### config.mk
export PLATFORM = sky130hd
export DESIGN_NAME = sfi_trap_gen
export DESIGN_NICKNAME = d
export VERILOG_FILES = /design/src/rtl/sfi_pkg.sv /design/src/rtl/sfi_flag_watch.sv /design/src/rtl/sfi_zext.sv /design/src/rtl/sfi_code_pack.sv /design/src/rtl/sfi_trap_gen.sv
export SDC_FILE = /design/constraint.sdc
export NUM_CORES = 1
export LEC_CHECK = 0
export ABC_CLOCK_PERIOD_IN_PS = 1520
export CORE_AREA = 4 4 134 136
export DETAILED_ROUTE_END_ITERATION = 7
export DIE_AREA = 0 0 138 140
export GPL_ROUTABILITY_DRIVEN = 0
export PLACE_DENSITY = 0.73
export SKIP_CTS_REPAIR_TIMING = 1
export SYNTH_ARGS = -nofsm -noshare
export SYNTH_HDL_FRONTEND = slang
export SYNTH_SLANG_ARGS = --single-unit
### constraint.sdc
create_clock -name clk -period 1.52 [get_ports clk]
set_input_delay 0.152 -clock clk [delete_from_list [all_inputs] [get_ports clk]]
set_output_delay 0.152 -clock clk [all_outputs]
set_load 0.02 [all_outputs]
### src/rtl/sfi_pkg.sv
package sfi_pkg;
  localparam int FLAG_W = 32;
  localparam int ADDR_W = 32;
  localparam int REG_W  = 64;
  localparam int VEC_W  = 8;
  localparam int CODE_W = 16;

  localparam int IF_POS = 9;
  localparam int TF_POS = 8;
  localparam int AC_POS = 18;

  localparam logic [VEC_W-1:0] TRAP_VECTOR = 8'd2;

  typedef enum logic [1:0] {
    CLS_CLRINT = 2'b00,
    CLS_SETINT = 2'b01,
    CLS_POPFL  = 2'b10,
    CLS_SSLOAD = 2'b11
  } inst_class_e;

  typedef struct packed {
    logic [VEC_W-1:0]  vector;
    logic [CODE_W-1:0] code;
    logic [REG_W-1:0]  imm;
    logic [REG_W-1:0]  iip;
    logic [REG_W-1:0]  iipa;
  } trap_rec_t;
endpackage

### src/rtl/sfi_flag_watch.sv
module sfi_flag_watch
  import sfi_pkg::*;
#(
  parameter int W      = FLAG_W,
  parameter int IF_BIT = IF_POS,
  parameter int TF_BIT = TF_POS,
  parameter int AC_BIT = AC_POS
) (
  input  logic [1:0]   cls,
  input  logic [W-1:0] f_old,
  input  logic [W-1:0] f_new,
  input  logic         if_en,
  input  logic         perm,
  output logic         trap_req
);
  localparam int NW = 3;
  localparam int POS [NW] = '{IF_BIT, TF_BIT, AC_BIT};

  logic [NW-1:0] changed;
  logic [NW-1:0] gate;

  // one comparator per watched bit; only the interrupt flag is gated
  for (genvar g = 0; g < NW; g++) begin : g_watch
    assign changed[g] = f_old[POS[g]] ^ f_new[POS[g]];
    if (g == 0) begin : g_gated
      assign gate[g] = changed[g] & if_en;
    end else begin : g_free
      assign gate[g] = changed[g];
    end
  end

  always_comb begin
    if (inst_class_e'(cls) == CLS_SSLOAD) trap_req = 1'b1;
    else                                  trap_req = perm & (|gate);
  end
endmodule

### src/rtl/sfi_zext.sv
module sfi_zext #(
  parameter int IN_W  = 32,
  parameter int OUT_W = 64
) (
  input  logic [IN_W-1:0]  din,
  output logic [OUT_W-1:0] dout
);
  localparam int PAD = OUT_W - IN_W;
  if (PAD > 0) begin : g_pad
    assign dout = {{PAD{1'b0}}, din};
  end else begin : g_nopad
    assign dout = din[OUT_W-1:0];
  end
endmodule

### src/rtl/sfi_code_pack.sv
module sfi_code_pack
  import sfi_pkg::*;
#(
  parameter int CW = CODE_W
) (
  input  logic [1:0]    cls,
  input  logic          step,
  input  logic          dbg,
  output logic [CW-1:0] code
);
  localparam int ID_LO = CW - 2;
  always_comb begin
    code = '0;
    code[CW-1:ID_LO] = cls;
    code[0] = step;
    code[1] = dbg;
  end
endmodule

### src/rtl/sfi_trap_gen.sv
module sfi_trap_gen
  import sfi_pkg::*;
#(
  parameter int FW = FLAG_W,
  parameter int AW = ADDR_W,
  parameter int RW = REG_W
) (
  input  logic          clk,
  input  logic          rst,
  input  logic          retire_valid,
  input  logic [1:0]    inst_class,
  input  logic [FW-1:0] flags_old,
  input  logic [FW-1:0] flags_new,
  input  logic          if_intercept_en,
  input  logic          flag_perm,
  input  logic [AW-1:0] insn_addr,
  input  logic [AW-1:0] next_addr,
  input  logic          step_hit,
  input  logic          debug_hit,
  output logic          trap_valid,
  output logic [VEC_W-1:0]  trap_vector,
  output logic [CODE_W-1:0] trap_code,
  output logic [RW-1:0] trap_imm,
  output logic [RW-1:0] trap_iip,
  output logic [RW-1:0] trap_iipa
);
  logic      trap_req;
  logic      take;
  trap_rec_t nxt_rec;
  trap_rec_t rec_q;
  logic      valid_q;
  logic [CODE_W-1:0] code_w;
  logic [RW-1:0] imm_w, iip_w, iipa_w;

  sfi_flag_watch #(.W(FW)) u_watch (
    .cls(inst_class), .f_old(flags_old), .f_new(flags_new),
    .if_en(if_intercept_en), .perm(flag_perm), .trap_req(trap_req)
  );

  sfi_code_pack u_code (
    .cls(inst_class), .step(step_hit), .dbg(debug_hit), .code(code_w)
  );

  sfi_zext #(.IN_W(FW), .OUT_W(RW)) u_imm  (.din(flags_old), .dout(imm_w));
  sfi_zext #(.IN_W(AW), .OUT_W(RW)) u_iip  (.din(next_addr), .dout(iip_w));
  sfi_zext #(.IN_W(AW), .OUT_W(RW)) u_iipa (.din(insn_addr), .dout(iipa_w));

  assign take = retire_valid & trap_req;

  always_comb begin
    nxt_rec.vector = TRAP_VECTOR;
    nxt_rec.code   = code_w;
    nxt_rec.imm    = imm_w;
    nxt_rec.iip    = iip_w;
    nxt_rec.iipa   = iipa_w;
  end

  always_ff @(posedge clk) begin
    if (rst) begin
      valid_q <= 1'b0;
      rec_q   <= '0;
    end else begin
      valid_q <= take;
      if (take) rec_q <= nxt_rec;
    end
  end

  assign trap_valid  = valid_q;
  assign trap_vector = rec_q.vector;
  assign trap_code   = rec_q.code;
  assign trap_imm    = rec_q.imm;
  assign trap_iip    = rec_q.iip;
  assign trap_iipa   = rec_q.iipa;
endmodule

==> metrics <==
run status finished clean; most frequent cells in the layout nand2b_1, clkdlybuf4s50_1, conb_1; I/O Buffers about 210; Synth Area in Compound Gates less than 1%; grt ovf 0; Setup TNS Final 0 ns; Final Slew Violations 0; chip width approximately 140 µm; Final Hold Fails 0; starting density of the core roughly 32%; area of the multi-input gates between 2000 and 3000 µm²; crit path buf inv count 1; DR DRC count 0; total power 7.284 mW; clk_skew 0 ns; vias in the first global route approximately 3700; clk buf depth 2; Yosys top cell area share 37.65%; Pwr Density between 900 and 1000 nW/µm²; first-pass GRT wire length slightly below 20 mm; hold_ws about 0.15 ns; ANT nets after route 0; Synth Cell Area approximately 5400 µm²; initial antenna violation count 1; Synth-to-Final Area Change 48.17%; critical path startpoint category flip-flop; Setup Viol. Count Final 0; Worst-path clk slew about 0.07 ns; leading area contributor after synthesis dfxtp_1; peak supply drop roughly 0.9 mV; post-route cell area approximately 8000 µm²; Post-DP HPWL just under 10 mm; Final #Nets between 900 and 1000; min cycle time layout about 1.5 ns; critical path data required time about 1.4 ns; critical path arrival 1.31 ns; CTS tree done; largest family of logic cells by synthesized area simple AND/OR/NAND/NOR gates; GRT Overall Usage 12.27%; fillers around 1600; synth warn 0; DRT Pass-1 Iters 4; Num Clock Sinks between 100 and 150; Core Region ~17000 µm²; share of layout cells above drive strength 1 between 7 and 8%; per-cell routed wire length roughly 13 µm; Vias/cell about 4; Lkg Pwr 3.417 nW; WL final 13.09 mm; post-synthesis cell type count 15; CTS root buffer clkbuf_16; Area contributors post-synth dfxtp_1, nand2b_1, mux2i_1; Area after DPL about 7500 µm²; top fanout value on the critical path 2; FF+latch area ~2000 µm²; Peak Freq 683.0 MHz; fin crit share 96.33%; pin count of the biggest net entering global routing 65; cells after synthesis 560; mux cell area share after synthesis between 10% and 20%; die height approximately 140 µm; post-synthesis xor/xnor area fraction less than 1%; commonest non-fill, non-tap cell in the layout nand2b_1; slowest CP cell clkdlybuf4s50_1; RSZ-0062 raised after global routing no; critical path class reg2out; routed vias between 3000 and 4000; Worst path max stage delay about 0.63 ns; num rows between 40 and 50; Crit path max-delay family buffers and inverters; Adder-Cell Fraction of Synth Area 0%; max-cap violations 0; Yosys reg bits 102; CTS Buf Count 9; crit-path cells clkdlybuf4s50_1; die area between 15000 and 20000 µm²; H-Tree Depth 3; num ports approximately 350; CP endpoint kind output port; simple-gate area share of the yosys netlist roughly a quarter; register area share after synthesis between 30% and 40%; mean post-synth cell area about 9.7 µm²; initial DRC count 80; Clock Latency Late Sink approximately 0.34 ns; worst min path class in2reg
-- cell type report --
| cell class | instances | area share, % |
|---|---|---|
| multi-input combinational | 424 | 34.49 |
| timing repair buffer | 248 | 32.87 |
| sequential | 102 | 25.41 |
| tap | 225 | 3.503 |
| clock buffer | 9 | 2.802 |
| clock inverter | 7 | 0.9030 |
| antenna | 1 | 0.03114 |
-- registers in the layout, indices dropped and copies added, names as in the netlist --
register     flops
trap_iipa       32
trap_imm        32
trap_code        4
trap_vector      1
trap_valid       1
trap_iip        32
-- final timing paths --
check | from | endpoint | slack, ns | depth (start not counted)
hold / removal | flags_old[9] | trap_imm[9] | 0.15 | 3
setup / recovery | trap_vector[1] | trap_vector[1] | 0.06 | 1
hold reg to reg | trap_iipa[20] | trap_iipa[20] | 0.47 | 2
setup reg to reg | trap_iip[0] | trap_iip[0] | 0.91 | 2
-- Yosys cell counts (all sizes together) --
cell type and instances:
conb 1, nand3 1, clkbuf 22, mux2i 100, buf 126, nor2b 1, a211oi 1, nand2 1
o21ai 1, dfxtp 102, nand2b 200, o21ba 1, xor2 3
-- stage by stage --
| step | instances | utilization, % | setup WS, ns |
|---|---|---|---|
| after floorplan | 674 | - | 0.3227 |
| after global placement | 985 | 44.37 | -0.3067 |
| after detailed placement | 985 | 44.37 | -0.3430 |
| after CTS | 1001 | 46.13 | 0.002774 |
| after global routing | 1016 | 47.45 | 0.002594 |
| final | 1016 | 47.45 | 0.05585 |
-- routing by layer --
| metal | track usage [%] | vias to the layer above | part of all wire, % | wire length (µm) |
|---|---|---|---|---|
| li1 | - | 1984 | - | - |
| met1 | 13.33 | 1796 | 38 | 5015 |
| met2 | 21.43 | 172 | 50 | 6608 |
| met3 | 5.019 | 14 | 9.5 | 1237 |
| met4 | 4.680 | 0 | 1.7 | 225 |
| met5 | 0 | - | 0 | 0 |
-- kinds of logic after synthesis --
kind of cell | after synthesis
AND/OR/NAND/NOR | 203
buffers and inverters | 148
flip-flops | 102
multiplexers | 100
AO/OA/AOI/OAI | 3
XOR/XNOR | 3
other | 1
-- report_power, final --
part           total, mW  leakage (nW)  internal (mW)  switching, mW
Combinational       1.97          2.44           1.02          0.950
Clock               2.36         0.142           1.28           1.07
Sequential          2.96         0.837           2.86         0.0986
(Power assumes the default switching activity.)
